<file path="src/rtl/irq_regs.sv">
module irq_regs #(
  parameter int NSRC = 13,
  parameter int AW   = 4,
  parameter int DW   = 32
) (
  input  logic            clk,
  input  logic            rst_n,
  input  logic            wr_en,
  input  logic [AW-1:0]   addr,
  input  logic [DW-1:0]   wdata,
  input  logic [NSRC-1:0] events,
  output logic [DW-1:0]   rdata,
  output logic            irq
);
  localparam logic [AW-1:0] A_SET  = AW'(0);
  localparam logic [AW-1:0] A_CLR  = AW'(1);
  localparam logic [AW-1:0] A_MASK = AW'(2);
  localparam logic [AW-1:0] A_STAT = AW'(3);

  logic [NSRC-1:0] mask_q, stat_q, ev_q, rise, wbits;
  logic            w_set, w_clr, w_stat;

  assign wbits  = wdata[NSRC-1:0];
  assign w_set  = wr_en && (addr == A_SET);
  assign w_clr  = wr_en && (addr == A_CLR);
  assign w_stat = wr_en && (addr == A_STAT);
  assign rise   = events & ~ev_q;

  always_ff @(posedge clk) begin
    if (!rst_n) begin
      mask_q <= '0;
      stat_q <= '0;
      ev_q   <= '0;
    end else begin
      ev_q <= events;
      if (w_set) mask_q <= mask_q | wbits;
      else if (w_clr) mask_q <= mask_q & ~wbits;
      stat_q <= (stat_q & ~(w_stat ? wbits : '0)) | rise;
    end
  end

  always_comb begin
    rdata = '0;
    case (addr)
      A_MASK:  rdata[NSRC-1:0] = mask_q;
      A_STAT:  rdata[NSRC-1:0] = stat_q;
      default: rdata = '0;
    endcase
  end

  assign irq = |(stat_q & mask_q);

  p_set_r2: assert property (@(posedge clk) disable iff (!rst_n)
    w_set |=> ((mask_q & $past(wbits)) == $past(wbits)) && ((mask_q & $past(mask_q)) == $past(mask_q)));

  p_clr_r3: assert property (@(posedge clk) disable iff (!rst_n)
    w_clr |=> ((mask_q & $past(wbits)) == '0) && ((mask_q & ~$past(mask_q)) == '0));

  p_ro_r4: assert property (@(posedge clk) disable iff (!rst_n)
    !(w_set || w_clr) |=> $stable(mask_q));

  p_latch_r5: assert property (@(posedge clk) disable iff (!rst_n)
    (|rise) |=> ((stat_q & $past(rise)) == $past(rise)));

  p_hold_r6: assert property (@(posedge clk) disable iff (!rst_n)
    !w_stat |=> ((stat_q & $past(stat_q)) == $past(stat_q)));

  p_win_r7: assert property (@(posedge clk) disable iff (!rst_n)
    (w_stat && |(rise & wbits)) |=> ((stat_q & $past(rise & wbits)) == $past(rise & wbits)));

  p_irq_r8: assert property (@(posedge clk) disable iff (!rst_n)
    irq |-> (mask_q != '0) && (stat_q != '0));

  p_upper_r9: assert property (@(posedge clk) disable iff (!rst_n)
    rdata[DW-1:NSRC] == '0);
endmodule

</file>
<file path="config.mk">
export PLATFORM = sky130hd
export DESIGN_NAME = irq_regs
export DESIGN_NICKNAME = d
export VERILOG_FILES = /design/src/rtl/irq_regs.sv
export SDC_FILE = /design/constraint.sdc
export NUM_CORES = 1
export LEC_CHECK = 0
export ABC_AREA = 1
export BUFFER_PORTS_ARGS = -buffer_cell sky130_fd_sc_hd__buf_2
export CORE_ASPECT_RATIO = 2
export CORE_MARGIN = 2
export CORE_UTILIZATION = 40
export DETAILED_ROUTE_END_ITERATION = 10
export HOLD_SLACK_MARGIN = 0.06
export PLACE_DENSITY = 0.78
export SYNTH_ARGS = -nofsm -noshare
export SYNTH_HDL_FRONTEND = slang
export SYNTH_SLANG_ARGS = --single-unit
</file>
<file path="constraint.sdc">
create_clock -name clk -period 1 [get_ports clk]
set_input_delay 0.2 -clock clk [delete_from_list [all_inputs] [get_ports clk]]
set_output_delay 0.2 -clock clk [all_outputs]
set_load 0.02 [all_outputs]
</file>
==> impl_metrics.env <==
export IMPL_synth_area_leaders="dfxtp_1, nand2_1, buf_4"
export IMPL_grt_usage_pct=19.82
export IMPL_clock_sinks=39
export IMPL_final_cells=409
export IMPL_critPathRequiredTime_ns=0.80
export IMPL_ir_worst_vdd_mv=0.9648
export IMPL_core_um2=4820
export IMPL_drc_errors=0
export IMPL_place_inst=401
export IMPL_final_cell_mix="nand2_1, inv_1, buf_2"
export IMPL_crit_arrival_ns=1.10
export IMPL_avgSynthCellArea_um2=6.684
export IMPL_synth_top_area_share_pct=39.20
export IMPL_fillCellCount=463
export IMPL_final_common_cell="nand2_1"
export IMPL_detail_route_antenna_nets=0
export IMPL_r2r_end="stat_q[9]"
export IMPL_rsz0062_at_grt="true"
export IMPL_post_cts_buffers=0
export IMPL_nets=403
export IMPL_start_util_pct=41.33
export IMPL_holdBufCountCts=0
export IMPL_via_per_inst=4.819
export IMPL_skew_ns=0.005814
export IMPL_first_pass_iters=5
export IMPL_drt_wl_total_um=4872
export IMPL_num_vias=1971
export IMPL_layout_drive_gt1_share_pct=36.08
export IMPL_grt_start_max_net_pins=28
export IMPL_fin_ws_ns=-0.3020
export IMPL_reg2reg_from="ev_q[9]"
export IMPL_crit_start="stat_q[0]"
export IMPL_clock_fmax_ghz=0.7681
export IMPL_synth_seq_cells=39
export IMPL_clkTransAtPathRegs_ns=0.08
export IMPL_pre_cts_ws_ns=-0.3003
export IMPL_antenna_found_initial=0
export IMPL_place_hpwl_um=3612
export IMPL_hold_viol=0
export IMPL_ios=85
export IMPL_status="complete, but fails checks"
export IMPL_p_leak_nw=1.302
export IMPL_clock_path_buffers=2
export IMPL_postLayoutCoreUtil_pct=55.71
export IMPL_grt_pass1_vias=1868
export IMPL_ys_seq_area_share_pct=39.20
export IMPL_insertion_delay_ns=0.30
export IMPL_cts_tree="built"
export IMPL_slew_viol_final=0
export IMPL_setup_viol=14
export IMPL_htreeDepth=2
export IMPL_start_kind="flop"
export IMPL_critPathMaxFanout=3
export IMPL_final_setup_tns_ns=-3.043
export IMPL_crit_slowest_cell="dfxtp_2"
export IMPL_rrSetupSlack_ns=0.29
export IMPL_dieHeight_um=103.8
export IMPL_crit_type="flop to primary output"
export IMPL_powerDensity_nw_per_um2=1210
export IMPL_crit_top_cell="nand2_1"
export IMPL_fin_crit_ns=1.302
export IMPL_placementRows=36
export IMPL_portBuffers=46
export IMPL_syn_inst=298
export IMPL_clock_tree_root_cell="clkbuf_8"
export IMPL_gp_congestion=0.7900
export IMPL_syn_area_um2=1992
export IMPL_failed_checks="negative setup slack"
export IMPL_n_antenna_cell=0
export IMPL_grt_pass1_wl_um=8190
export IMPL_max_cap_violations=0
export IMPL_crit_chain="nand2_1 > nand4_1 > nor2_2 > nand2_1 > buf_6"
export IMPL_grt_ovfl_total=0
export IMPL_synth_distinct_cells=16
export IMPL_yosys_warnings=0
export IMPL_critical_path_max_stage_delay_ns=0.33
export IMPL_wire_per_inst_um=11.91
export IMPL_cp_endpoint="irq"
export IMPL_area_growth_pct=34.80
export IMPL_end_kind="primary output"
export IMPL_drt_iter0_drc=46
export IMPL_r2r_cells=2
export IMPL_die_w_um=53.90
export IMPL_synth_top_area_cell="dfxtp_1"
export IMPL_finalPower_mw=3.248
export IMPL_post_route_period_util_pct=130.2
export IMPL_cts_buffers=5
export IMPL_dieArea_um2=5595
export IMPL_hold_path_class="primary input to flop"
==> final cells by class <==
type / count / area [um2] / area share [%]
Timing Repair Buffer: 61 / 488.0 / 18.17
Sequential cell: 39 / 807.0 / 30.06
Clock buffer: 7 / 76.32 / 2.842
Clock inverter: 1 / 5.005 / 0.1864
Inverter: 42 / 160.2 / 5.965
Multi-Input combinational cell: 202 / 1077 / 40.12
Tap cell: 57 / 71.32 / 2.656
==> worst min-delay path by stage <==
stage / to / slack (ns) / cells past startpoint / from
global placement: ev_q[10] / 0.39 / 3 / events[10]
floorplan: ev_q[0] / 0.30 / 2 / events[0]
detailed placement: ev_q[1] / 0.40 / 3 / events[1]
CTS: ev_q[8] / 0.08 / 3 / events[8]
global route: ev_q[9] / 0.1 / 3 / events[9]
finish: ev_q[8] / 0.09 / 3 / events[8]
==> worst max-delay path: cells and delay by family, from the launching register on <==
kind                   cells  cell delay [ns]
AND/OR/NAND/NOR            4             0.34
buffers and inverters      1             0.13
flip-flops                 1             0.33
==> cell usage after synthesis <==
library cell	number
a21oi_1	13
buf_2	6
buf_4	23
clkbuf_1	4
conb_1	1
dfxtp_1	39
inv_1	41
inv_2	1
nand2_1	94
nand3_1	29
nand3b_1	1
nand4_1	14
nor2_1	4
nor2_2	2
o21ai_0	13
or2_2	13
==> layer usage <==
layer / vias up / wire length, um / GRT usage (%) / share of wire [%]
li1: 994 / - / - / -
met1: 898 / 1777 / 21.01 / 36
met2: 64 / 2657 / 33.97 / 55
met3: 15 / 255 / 3.746 / 5.2
met4: 0 / 182 / 11.36 / 3.7
met5: - / 0 / 0 / 0
==> through the flow <==
step           instance area, um2  hold slack, ns
2_1_floorplan                2190          0.3043
3_3_place_gp                 2411          0.3899
3_5_place_dp                 2411          0.3962
4_1_cts                      2640         0.08050
5_1_grt                      2685         0.09595
6_report                     2685         0.08780
==> power by group <==
part / leakage (nW) / internal, mW / switching, mW
combinational: 0.930 / 0.198 / 0.315
sequential: 0.329 / 1.65 / 0.0551
clock: 0.0422 / 0.489 / 0.541
==> timing repair <==
| action | in CTS | in global routing |
|---|---|---|
| resized for setup | 56 | 13 |
| endpoints found under the setup margin | 14 | 27 |
| pin swaps | 6 | 6 |
| hold endpoints to repair | 0 | 0 |
==> logic make-up after synthesis <==
logic type      after synthesis  synth area share, %
buf+inv                      75                18.84
flops                        39                39.20
simple gates                157                35.24
compound gates               26                6.532
other cells                   1               0.1883
No activity file was read; power rests on OpenSTA's default activity.
